File: src/rtl/nth_hash_pkg.sv
package nth_hash_pkg;
  localparam int KEY_W  = 32;
  localparam int HASH_W = KEY_W / 2;
  localparam logic [HASH_W-1:0] HASH_SEED = 16'h1fff;
  localparam int SHIFT_A   = 3;
  localparam int SHIFT_B   = 6;
  localparam int SHIFT_C   = 9;
  localparam int SHIFT_MIX = 13;

  typedef logic [HASH_W-1:0] hword_t;

  typedef struct packed {
    hword_t hash;
    hword_t incr;
  } hash_res_t;
endpackage

File: src/rtl/nth_fold.sv
module nth_fold
  import nth_hash_pkg::*;
(
  input  hword_t v_in,
  output hword_t v_out
);
  hword_t stage_a;

  always_comb begin
    stage_a = v_in ^ (v_in >> SHIFT_A) ^ (v_in >> SHIFT_B);
    v_out   = stage_a ^ (stage_a >> SHIFT_C);
  end
endmodule

File: src/rtl/nth_hash_core.sv
module nth_hash_core
  import nth_hash_pkg::*;
(
  input  logic [KEY_W-1:0] key,
  output hword_t           hash
);
  localparam int NSTAGE = 2;

  hword_t fold_in  [NSTAGE];
  hword_t fold_out [NSTAGE];
  hword_t key_half [NSTAGE];

  assign key_half[0] = key[KEY_W-1:HASH_W];
  assign key_half[1] = key[HASH_W-1:0];

  assign fold_in[0] = HASH_SEED ^ key_half[0];
  assign fold_in[1] = fold_out[0] ^ hword_t'(fold_out[0] << SHIFT_MIX) ^ key_half[1];

  for (genvar g = 0; g < NSTAGE; g++) begin : g_fold
    nth_fold fold_i (.v_in(fold_in[g]), .v_out(fold_out[g]));
  end

  assign hash = fold_out[NSTAGE-1];
endmodule

File: src/rtl/nth_incr.sv
module nth_incr
  import nth_hash_pkg::*;
(
  input  logic [KEY_W-1:0] key,
  output hword_t           incr
);
  hword_t doubled;

  assign doubled = {key[HASH_W-2:0], 1'b0};
  assign incr    = doubled - hword_t'(1);
endmodule

File: src/rtl/nth_out_stage.sv
module nth_out_stage
  import nth_hash_pkg::*;
#(
  parameter bit REG_OUT = 1'b1
) (
  input  logic      clk,
  input  logic      rst_n,
  input  logic      s_valid,
  output logic      s_ready,
  input  hash_res_t s_data,
  output logic      m_valid,
  input  logic      m_ready,
  output hash_res_t m_data
);
  if (REG_OUT) begin : g_reg
    logic      held_v;
    hash_res_t held_d;

    assign s_ready = !held_v || m_ready;

    always_ff @(posedge clk or negedge rst_n) begin
      if (!rst_n) begin
        held_v <= 1'b0;
        held_d <= '0;
      end else if (s_ready) begin
        held_v <= s_valid;
        if (s_valid) held_d <= s_data;
      end
    end

    assign m_valid = held_v;
    assign m_data  = held_d;
  end else begin : g_comb
    assign s_ready = m_ready;
    assign m_valid = s_valid;
    assign m_data  = s_data;
  end
endmodule

File: src/rtl/nth_hash_gen.sv
module nth_hash_gen
  import nth_hash_pkg::*;
#(
  parameter bit REG_OUT = 1'b1
) (
  input  logic              clk,
  input  logic              rst_n,
  input  logic              in_valid,
  output logic              in_ready,
  input  logic [KEY_W-1:0]  in_key,
  output logic              out_valid,
  input  logic              out_ready,
  output logic [HASH_W-1:0] out_hash,
  output logic [HASH_W-1:0] out_incr
);
  hash_res_t res_c;
  hash_res_t res_q;

  nth_hash_core core_i (.key(in_key), .hash(res_c.hash));
  nth_incr      incr_i (.key(in_key), .incr(res_c.incr));

  nth_out_stage #(.REG_OUT(REG_OUT)) out_i (
    .clk     (clk),
    .rst_n   (rst_n),
    .s_valid (in_valid),
    .s_ready (in_ready),
    .s_data  (res_c),
    .m_valid (out_valid),
    .m_ready (out_ready),
    .m_data  (res_q)
  );

  assign out_hash = res_q.hash;
  assign out_incr = res_q.incr;
endmodule

File: config.mk
export PLATFORM = sky130hd
export DESIGN_NAME = nth_hash_gen
export DESIGN_NICKNAME = d
export VERILOG_FILES = /design/src/rtl/nth_hash_pkg.sv /design/src/rtl/nth_fold.sv /design/src/rtl/nth_hash_core.sv /design/src/rtl/nth_incr.sv /design/src/rtl/nth_out_stage.sv /design/src/rtl/nth_hash_gen.sv
export SDC_FILE = /design/constraint.sdc
export NUM_CORES = 1
export LEC_CHECK = 0
export BUFFER_PORTS_ARGS = -buffer_cell sky130_fd_sc_hd__buf_2
export CAP_MARGIN = 10
export CORE_UTILIZATION = 54
export DETAILED_ROUTE_END_ITERATION = 8
export PLACE_DENSITY = 0.82
export SKIP_LAST_GASP = 1
export SLEW_MARGIN = 20
export SYNTH_ARGS = -nofsm -noshare
export SYNTH_HDL_FRONTEND = slang
export SYNTH_SLANG_ARGS = --single-unit
export TNS_END_PERCENT = 20
File: constraint.sdc
create_clock -name clk -period 2.32 [get_ports clk]
set_clock_uncertainty 0.15 [all_clocks]
set_input_delay 0 -clock clk [delete_from_list [all_inputs] [get_ports clk]]
set_output_delay 0 -clock clk [all_outputs]
set_load 0.005 [all_outputs]
==> metrics.md, run 1 <==
| Metric | Value |
|---|---|
| Placer congestion estimate | 0.8105 |
| Critical Path RT | 2310 ps |
| Drc violations | 0 |
| Die area | 3996 um2 |
| Worst relative slew slack | 0.5019 |
| Top cell type's share of synthesized area | 0.4082 |
| Crit Path Class | input port to register |
| Starting Density | 0.5833 |
| Power Total | 0.002047 W |
| Synth warn | 0 |
| Final Hold Slack | -2.133 ps |
| Pleak | 1.280 nW |
| Die span in y | 63.21 um |
| Syn_area_per_cell | 10.65 um2 |
| Status | finished, violations left |
| First-pass GRT wire length | 7693 um |
| Failing checks | hold timing |
| Place WS | 439.8 ps |
| Gate Count Post-Synth | 190 |
| Maximum clock insertion buffer count | 2 |
| Reg clk slew, reported paths | 60 ps |
| Cell Area, Synth | 2023 um2 |
| Syn Nets | 227 |
| Iter 0 DRT Violations | 61 |
| Fmax | 0.4683 GHz |
| Worst vdd ir | 0.5542 mV |
| Vias in the first global route | 1687 |
| Setup TNS | 0 ps |
| Via Count | 1666 |
| CTS tree | built |
| Hold Buf Count CTS | 20 |
| WL per Instance | 14.20 um |
| Layout area overhead | 32.22% |
| Filler cell count | 247 |
| Cell taking the most area after synthesis | dfrtp_1 |
| Die Span X | 63.21 um |
| Total gr overflow | 0 |
| Core area | 3468 um2 |
| Setup violators final | 0 |
| Number of max-cap violations | 0 |
| Post-DP HPWL | 3200 um |
| ANT nets after route | 0 |
| Root buffer cell | clkbuf_8 |
| Worst min path class | input port to register |
| Drt via density | 5.142 |
| Endpoint class of the critical path | register |
| Final hold viol count | 1 |
| Number of flops mapped to enable cells by yosys | 0 |
| Total Wirelength | 4600 um |
| Async SR Flop Fraction | 1.000 |
| # Post-CTS Setup Buffers | 0 |
| Crit path setup slack, layout | 184.5 ps |
| Clock sinks | 33 |
| Unique cell type count in the Yosys netlist | 32 |
| Post-synth top flop | dfrtp_1 |
| GRT Total Usage | 0.2575 |
| I/O Pins | 70 |
| Tmin final | 2136 ps |
| ANT cells | 0 |
| Largest net degree at the start of global routing | 40 |
| IO buf count | 69 |
| Final period utilization | 0.9205 |
| Sequential area share after synthesis | 0.4082 |
| PD cells | 765.0 nW/um2 |
| Layout cell share with drive strength beyond 1 | 0.3237 |
| Crit path max fanout | 4 |
| Post-CTS sizing | 0 |
| RSZ-0062 raised after global routing | no |
| Antenna violations before repair | 0 |
| Crit path DAT | 2130 ps |
| Flops & latches, synth | 33 |
| CTS Buf Count | 5 |
| H-tree levels | 2 |
| Drt pass-1 iters | 4 |
| Final Max Tran Viols | 0 |
| Area contributors post-synth | dfrtp_1 41%, xnor2_1 15%, xor2_1 5.6% |
| Crit start category | input port |
| # rows | 21 |
| Skew-Pair Late Insertion Delay | 290 ps |
| Nets | 315 |
| Worst slew pin tran | 747.2 ps |
==> synthesized netlist by cell type, types with 2 or more instances <==
library cell  number
dfrtp_1           33
xor2_1            13
o21ai_0           12
xnor2_1           34
xnor3_2            4
nand2b_1           4
a21oi_1            2
inv_1              2
xnor2_2            4
xnor3_1            4
o31ai_1            2
or4_1              2
clkbuf_1           7
nor4_1             2
nand2_1           29
nor2_1             6
a21o_1             2
o21ai_1           14
==> placed cells by master, fill, tap and decap left out <==
master,netlist,layout
nand2_1,29,29
clkbuf_8,1,6
dfrtp_1,33,33
xnor3_1,4,4
o41ai_1,1,1
and2_1,1,1
dlygate4sd3_1,0,20
clkbuf_1,7,1
ha_1,1,1
a221o_1,1,1
or3_1,1,1
o21ai_0,12,12
xnor3_2,4,4
nor3b_1,1,1
buf_2,1,69
nand2b_1,4,4
nor3b_2,1,1
a21oi_1,2,2
o31ai_1,2,2
nand2_2,1,1
buf_4,0,1
or4_1,2,2
nor4_2,1,1
xor2_1,13,13
o21ai_1,14,14
inv_1,2,2
xnor2_1,34,34
xor3_2,1,1
xnor2_2,4,4
nor4_1,2,2
nor2_1,6,6
nor3_2,1,1
a21o_1,2,2
mux2_2,1,1
==> cells by family (layout without fill, tap and decap cells) <==
family / Yosys count / after routing / synth area share
AOI/OAI and AO/OA: 34 / 34 / 0.09338
and+or+nand+nor: 50 / 50 / 0.1212
DFF: 33 / 33 / 0.4082
buffers and inverters: 11 / 99 / 0.02597
adders and majority gates: 1 / 1 / 0.006183
muxes: 1 / 1 / 0.005565
xor gates and xnor gates: 60 / 60 / 0.3395
==> flip-flops by register name, summed over array words and instances, names as in the netlist <==
| register | flops |
|---|---|
| out_i.m_data | 32 |
| out_i.m_valid | 1 |
==> path summary, 6_finish.rpt <==
kind / from / end / slack [ps] / cells after the start
setup reg to reg: out_i.m_valid$_DFFE_PN0N_ / out_i.m_data[29]$_DFFE_PN0P_ / 500 / 4
setup / recovery: in_key[0] / out_i.m_data[11]$_DFFE_PN0P_ / 180 / 9
hold / removal: in_key[25] / out_i.m_data[25]$_DFFE_PN0P_ / -2 / 4
min in group asynchronous: rst_n / out_i.m_data[16]$_DFFE_PN0P_ / 170 / 2
max in group asynchronous: rst_n / out_i.m_data[17]$_DFFE_PN0P_ / 1380 / 2
hold reg to reg: out_i.m_data[0]$_DFFE_PN0P_ / out_i.m_data[0]$_DFFE_PN0P_ / 320 / 1
==> through the flow <==
stage | utilization | cells | instance area (um2)
6_report | 0.7713 | 324 | 2675
5_1_grt | 0.7713 | 324 | 2675
4_1_cts | 0.7713 | 324 | 2675
3_5_place_dp | 0.6887 | 297 | 2389
3_3_place_gp | 0.6887 | 297 | 2389
2_1_floorplan | - | 190 | 2023
==> worst max-delay path, cell delays in order <==
cell and delay, ps:
dlygate4sd3_1 530, buf_2 140, inv_1 80, ha_1 180
nor3b_1 400, nand2_1 190, or3_1 370, xor2_1 160
o21ai_1 80
==> power by group <==
part | switching (W) | total, W | internal [W]
sequential | 0.0000790 | 0.000806 | 0.000727
clock | 0.000200 | 0.000435 | 0.000235
combinational | 0.000372 | 0.000805 | 0.000434
==> area by class of cell <==
class / count / area, um2 / share of cell area
Sequential cell: 33 / 825.8 / 0.3087
Tap cell: 46 / 57.56 / 0.02152
Inverter: 2 / 7.507 / 0.002806
Clock buffer: 7 / 86.33 / 0.03227
Multi-Input combinational cell: 146 / 1145 / 0.4280
Timing Repair Buffer: 90 / 553.0 / 0.2067
==> per-layer routing <==
metal  track usage  vias up  wire [um]
met5             0        -          0
li1              -      805          -
met4        0.1136        0        131
met2        0.4422       66       2339
met1        0.3049      782       1886
met3       0.06159       13        242
Note: power is estimated with default switching activity, not from simulation.
==> inputs of run 2 (changes only) <==
- ABC_AREA: not set -> 1
- CORE_UTILIZATION: 54 -> 57
- GPL_TIMING_DRIVEN: not set -> 0
- PLACE_DENSITY: 0.82 -> 0.83
==> run 2 against run 1 <==
Compared with the run above: the run now ends clean; highest routed layer unchanged; critical path depth rose by 2; non-clock buffer count rose by 3; clock power fell by 6.9%; area after synthesis rose by 22%; utilization fell by 1.0 points; worst hold slack improved by 23 ps; register-to-register slack got worse by 210 ps; setup slack got worse by 92 ps; global-route usage rose by 3.9 points; total power fell by 12%; final area rose by 16%; count of clock-buffer cells in the layout fell by 2.
==> metrics.md, run 2 <==
| Metric | Value |
|---|---|
| Status | complete, no violations |
| Clock sinks | 33 (unchanged) |
| Post-synth top flop | dfrtp_1 |
| Crit start category | input port |
| Post-DP HPWL | 4611 um (+44%) |
| Async SR Flop Fraction | 1.000 (unchanged) |
| Setup TNS | 0 ps (unchanged) |
| Largest net degree at the start of global routing | 34 (-15%) |
| Reg clk slew, reported paths | 70 ps (about the same) |
| H-tree levels | 2 (unchanged) |
| Sequential area share after synthesis | 0.3354 (-0.07280) |
| Worst slew pin tran | 755.1 ps (+7.919 ps) |
| Post-place instance area | 2860 um2 (+20%) |
| ANT nets after route | 0 (unchanged) |
| Max reg flops | 32 (unchanged) |
| Die Span X | 67.73 um (+7.1%) |
| Flops & latches, synth | 33 (unchanged) |
| Final Max Tran Viols | 0 (unchanged) |
| Vias in the first global route | 2329 (+38%) |
| Iter 0 DRT Violations | 148 (+140%) |
| Final Hold Slack | 21.16 ps (+23.29 ps) |
| WL met2 | 2950 um (+26%) |
| Worst min path class | input port to register |
| Pleak | 1.829 nW (+43%) |
| PD cells | 581.7 nW/um2 (-24%) |
| Fmax | 0.4490 GHz (-4.1%) |
| I/O Pins | 70 (unchanged) |
| Skew-Pair Late Insertion Delay | 280 ps (about the same) |
| Cell taking the most area after synthesis | dfrtp_1 |
| Number of max-cap violations | 0 (unchanged) |
| WL per Instance | 12.05 um (-15%) |
| # rows | 23 (+9.5%) |
| Syn_area_per_cell | 6.566 um2 (-38%) |
| First-pass GRT wire length | 9977 um (+30%) |
| Cell Area, Synth | 2462 um2 (+22%) |
| Crit path max fanout | 5 (+1) |
| Critical path's slowest cell | dlygate4sd3_1 |
| Gate Count Post-Synth | 375 (+97%) |
| Crit path max-delay family | buffers and inverters |
| CTS Buf Count | 5 (unchanged) |
| Crit path DAT | 2250 ps (+120 ps) |
| Setup violators final | 0 (unchanged) |
| CP Cell Sequence | dlygate4sd3_1 -> buf_2 -> nor2_2 -> nand2_1 -> nor2_2 -> nand3_2 -> nor3_4 -> nand2_1 -> nand2_1 -> a31oi_1 -> dlygate4sd3_1 |
| Most common cell after layout, fill and taps aside | nand2_1 |
| Die span in y | 67.73 um (+7.1%) |
| Endpoint class of the critical path | register |
| Post-Route M1 WL | 2715 um (+44%) |
| Starting Density | 0.6026 (+0.01924) |
| Placer congestion estimate | 0.9276 (+14%) |
| Syn Nets | 412 (+81%) |
| Total gr overflow | 0 (unchanged) |
| Drc violations | 0 (unchanged) |
| Most common cell in the netlist | nand2_1 |
| Final hold viol count | 0 (-1) |
| CP peak stage delay | 570 ps (+40 ps) |
| CTS tree | built |
| Critical Path RT | 2340 ps (+30 ps) |
| GRT Total Usage | 0.2965 (+0.03894) |
| DR WL met3 | 338 um (+40%) |
| Top cell type's share of synthesized area | 0.3354 (-0.07280) |
| Unique cell type count in the Yosys netlist | 28 (-13%) |
| Layout cell share with drive strength beyond 1 | 0.2000 (-0.1237) |
| Crit Path Class | input port to register |
| Nets | 503 (+60%) |
| Die area | 4587 um2 (+15%) |
| Antenna violations before repair | 0 (unchanged) |
| Most instantiated cells after synthesis | 172 x nand2_1, 46 x inv_1, 34 x nand3_1 |
| CP Buf/Inv Count | 3 (unchanged) |
| Total Wirelength | 6208 um (+35%) |
| Final instance area | 3109 um2 (+16%) |
| ANT cells | 0 (unchanged) |
| Top Layer Used | met4 |
| Layout area overhead | 26.27% |
| Via Count | 2607 (+56%) |
| Worst vdd ir | 0.2347 mV (-58%) |
| Most frequent CP cell | nand2_1 |
| IO buf count | 67 (-2.9%) |
| Drt pass-1 iters | 4 (unchanged) |
| Number of flops mapped to enable cells by yosys | 0 (unchanged) |
| Area contributors post-synth | dfrtp_1 34%, nand2_1 26%, inv_1 7.0% |
| Most frequent cells in the layout | 172 x nand2_1, 70 x buf_2, 46 x inv_1 |
| Drt via density | 5.062 (-1.6%) |
| Worst relative slew slack | 0.4966 (-0.005280) |
| Core area | 4086 um2 (+18%) |
| Tmin final | 2227 ps (+91.71 ps) |
| Maximum clock insertion buffer count | 2 (unchanged) |
| Final period utilization | 0.9600 (+0.03953) |
| Power Total | 0.001809 W (-12%) |
| Root buffer cell | clkbuf_8 |
| Synth warn | 0 (unchanged) |
-- run 2: cell count changes after synthesis, moves of 3 or more --
cell / delta
a31oi_1: +6
inv_1: +44
nand2_1: +143
nand2b_1: -4
nand3_1: +34
nor2_1: +11
o21ai_0: +3
o21ai_1: -14
xnor2_1: -25
xnor2_2: -3
xnor3_2: -4
-- run 2: cells by family after synthesis --
kind of cell / after synthesis / synth area share
XOR/XNOR: 26 / 0.1194
AO/OA/AOI/OAI: 23 / 0.05081
buffers and inverters: 56 / 0.08994
flip-flops: 33 / 0.3354
adder cells (fa/ha/maj): 1 / 0.005080
AND/OR/NAND/NOR: 236 / 0.3994
-- run 2: repair_timing --
action,4_1_cts,5_1_grt
setup endpoints to repair,0,2
gates resized for setup,0,2
buffers inserted,0,0
hold endpoints to repair,47,0
hold buffers,18,0
-- run 2: report_power, final --
part           total, W  switching (W)  internal, W
Combinational  0.000661       0.000373     0.000288
Clock          0.000405       0.000208     0.000197
Sequential     0.000743      0.0000560     0.000687
Total           0.00181       0.000637      0.00117
-- run 2: per-layer routing --
layer  GRT usage  vias up
met5           0        -
met4      0.1410        0
met3     0.05574       17
met2      0.5124       92
met1      0.3485     1163
li1            -     1335
-- run 2: layout make-up --
class | count | area [um2]
Buffer | 9 | 45.04
Clock buffer | 5 | 68.82
Clock inverter | 1 | 5.005
Fill cell | 325 | 977.2
Inverter | 47 | 176.4
Multi-Input combinational cell | 286 | 1420
Sequential cell | 33 | 825.8
Tap cell | 50 | 62.56
Timing Repair Buffer | 84 | 505.5
-- run 2: worst paths after layout --
path	cells after the start	slack, ps	startpoint	endpoint
max	11	90	in_key[2]	out_i.m_data[12]$_DFFE_PN0P_
min	5	20	in_key[9]	out_i.m_data[14]$_DFFE_PN0P_
max reg2reg	7	290	out_i.m_valid$_DFFE_PN0N_	out_i.m_data[12]$_DFFE_PN0P_
min reg2reg	1	310	out_i.m_data[0]$_DFFE_PN0P_	out_i.m_data[0]$_DFFE_PN0P_
max in group asynchronous	2	1370	rst_n	out_i.m_data[0]$_DFFE_PN0P_
min in group asynchronous	2	170	rst_n	out_i.m_data[27]$_DFFE_PN0P_
-- run 2: worst min-delay path, stage by stage --
cell and delay, ps:
buf_2 160, nor3_4 70, nand4_1 60, nand3_1 70
nand2_1 60
-- run 2: stage by stage --
| stage | utilization | cells | setup slack [ps] |
|---|---|---|---|
| 6_report | 0.7609 | 515 | 92.75 |
| 2_1_floorplan | - | 375 | 916.1 |
| 4_1_cts | 0.7621 | 516 | 52.37 |
| 5_1_grt | 0.7609 | 515 | -1.438 |
| 3_3_place_gp | 0.6999 | 492 | 584.3 |
| 3_5_place_dp | 0.6999 | 492 | 574.7 |
==> inputs of run 3 (changes only) <==
- CORE_ASPECT_RATIO: not set -> 1.1
==> run 3 against run 2 <==
Compared with the run above: largest cell class unchanged; worst hold slack gained 7.4 ps; non-clock buffer count shrank 1; critical path depth shrank 1; highest routed layer unchanged; total power is essentially flat; largest power group unchanged; die area is essentially flat; global-route usage grew 1.6 points.
==> metrics.md, run 3 (synthesized netlist as in run 2, its figures left out) <==
| Metric | Value |
|---|---|
| Die span in y | 70.94 um (+4.7%) |
| Crit path max fanout | 5 (unchanged) |
| Die Span X | 64.67 um (-4.5%) |
| Crit path setup slack, layout | 85.07 ps (-7.680 ps) |
| ANT cells | 0 (unchanged) |
| Drc violations | 0 (unchanged) |
| Antenna violations before repair | 0 (unchanged) |
| CTS tree | built |
| Pleak | 1.824 nW (-0.29%) |
| CP peak stage delay | 560 ps (about the same) |
| Clock sinks | 33 (unchanged) |
| Total Wirelength | 6500 um (+4.7%) |
| Status | complete, no violations |
| WL per Instance | 12.60 um (+4.5%) |
| Number of max-cap violations | 0 (unchanged) |
| IO buf count | 67 (unchanged) |
| Post-DP HPWL | 4865 um (+5.5%) |
| Reg clk slew, reported paths | 70 ps (about the same) |
| # rows | 24 (+4.3%) |
| Drt pass-1 iters | 4 (unchanged) |
| Via Count | 2641 (+1.3%) |
| Skew-Pair Late Insertion Delay | 270 ps (about the same) |
| Finished Layout Cells | 516 (+0.19%) |
| Worst min path class | input port to register |
| Most frequent cells in the layout | 172 x nand2_1, 70 x buf_2, 46 x inv_1 |
| Starting Density | 0.6074 (+0.004835) |
| Worst vdd ir | 0.2582 mV (+10%) |
| Critical Path RT | 2390 ps (+50 ps) |
| Die area | 4587 um2 (about the same) |
| Total gr overflow | 0 (unchanged) |
| Iter 0 DRT Violations | 189 (+28%) |
| Crit path max-delay family | buffers and inverters |
| Final instance area | 3102 um2 (-0.24%) |
| Setup violators final | 0 (unchanged) |
| Crit path DAT | 2310 ps (+60 ps) |
| Max reg flops | 32 (unchanged) |
| Root buffer cell | clkbuf_8 |
| H-tree levels | 2 (unchanged) |
| Core area | 4054 um2 (-0.80%) |
| Final Hold Slack | 28.57 ps (+7.415 ps) |
| Met2 Use GR | 0.5509 (+0.03850) |
| PD cells | 583.2 nW/um2 (+0.26%) |
| RSZ-0062 raised after global routing | yes |
| Worst relative slew slack | 0.5072 (+0.01057) |
| Critical path's slowest cell | dlygate4sd3_1 |
| CP Buf/Inv Count | 3 (unchanged) |
| Final period utilization | 0.9633 (+0.003310) |
| Tmin final | 2235 ps (+7.680 ps) |
| Nets | 502 (-0.20%) |
| GRT Total Usage | 0.3127 (+0.01622) |
| Place WS | 517.5 ps (-57.16 ps) |
| CP Cell Sequence | dlygate4sd3_1 -> buf_2 -> nor2_2 -> nand2_1 -> nor2_2 -> nand3_2 -> nor3_4 -> nand3_1 -> a31oi_1 -> dlygate4sd3_1 |
| Layout area overhead | 25.97% |
| Largest net degree at the start of global routing | 34 (unchanged) |
| Crit Path Class | input port to register |
| Filler cell count | 333 (+2.5%) |
| Endpoint class of the critical path | register |
| Placer congestion estimate | 0.8943 (-3.6%) |
| Met1 usage | 0.3740 (+0.02542) |
| # Post-CTS Setup Buffers | 0 (unchanged) |
| M3 GR Usage | 0.04516 (-0.01058) |
| Crit start category | input port |
| I/O Pins | 70 (unchanged) |
| Fmax | 0.4474 GHz (-0.34%) |
| Worst slew pin tran | 739.3 ps (-15.86 ps) |
| Layout cell share with drive strength beyond 1 | 0.2004 (+0.0004310) |
| Drt via density | 5.118 (+1.1%) |
| ANT nets after route | 0 (unchanged) |
| Final hold viol count | 0 (unchanged) |
| Placed Cells | 494 (+0.41%) |
| Setup TNS | 0 ps (unchanged) |
| Post-place instance area | 2863 um2 (about the same) |
| Maximum clock insertion buffer count | 2 (unchanged) |
| Most common cell after layout, fill and taps aside | nand2_1 |
| Vias in the first global route | 2611 (+12%) |
| Final Max Tran Viols | 0 (unchanged) |
| First-pass GRT wire length | 11040 um (+11%) |
| Busiest layer in global routing | met2 |
| CTS Buf Count | 5 (unchanged) |
run 3: what timing repair did:
action                                  4_1_cts  5_1_grt
hold endpoints to repair                     45        0
endpoints found under the setup margin        0        2
hold buffers                                 17        0
resized for setup                             0        2
run 3: worst reg2reg max path, stage by stage, from the launching register on:
cell           delay (ps)
dfrtp_1               370
nand2_1               100
nand2_1                80
inv_1                  80
clkbuf_1              430
nor2_1                100
a31oi_1               160
dlygate4sd3_1         560
run 3: power by group:
| group | switching (W) | internal, W |
|---|---|---|
| registers | 0.0000580 | 0.000687 |
| logic | 0.000381 | 0.000291 |
| clock network | 0.000195 | 0.000197 |
run 3: path summary, 6_finish.rpt:
| path | from | to | slack (ps) | depth (start not counted) |
|---|---|---|---|---|
| worst max register to register | out_i.m_valid$_DFFE_PN0N_ | out_i.m_data[12]$_DFFE_PN0P_ | 240 | 7 |
| worst max-delay path | in_key[2] | out_i.m_data[12]$_DFFE_PN0P_ | 90 | 10 |
| worst min register to register | out_i.m_data[0]$_DFFE_PN0P_ | out_i.m_data[0]$_DFFE_PN0P_ | 320 | 1 |
| worst min-delay path | in_key[8] | out_i.m_data[10]$_DFFE_PN0P_ | 30 | 5 |
| max in group asynchronous | rst_n | out_i.m_data[22]$_DFFE_PN0P_ | 1380 | 2 |
| min in group asynchronous | rst_n | out_i.m_data[11]$_DFFE_PN0P_ | 160 | 2 |
run 3: per-stage QoR:
stage | utilization | power, W
floorplan | - | 0.001131
global placement | 0.7062 | 0.001366
detailed placement | 0.7062 | 0.001388
CTS | 0.7664 | 0.001806
global route | 0.7651 | 0.001951
finish | 0.7651 | 0.001809
run 3: layout make-up:
| class | instances | area (um2) | share of cell area |
|---|---|---|---|
| Timing Repair Buffer | 83 | 495.5 | 0.1597 |
| Clock buffer | 5 | 68.82 | 0.02219 |
| Tap cell | 52 | 65.06 | 0.02098 |
| Inverter | 47 | 176.4 | 0.05688 |
| Sequential cell | 33 | 825.8 | 0.2662 |
| Buffer | 9 | 45.04 | 0.01452 |
| Multi-Input combinational cell | 286 | 1420 | 0.4578 |
| Clock inverter | 1 | 5.005 | 0.001614 |
run 3: layer usage:
layer	vias up	share of wire	routed length (um)
met5	-	0	0
met2	89	0.48	3127
met4	0	0.035	227
met3	19	0.039	251
li1	1336	-	-
met1	1197	0.45	2895
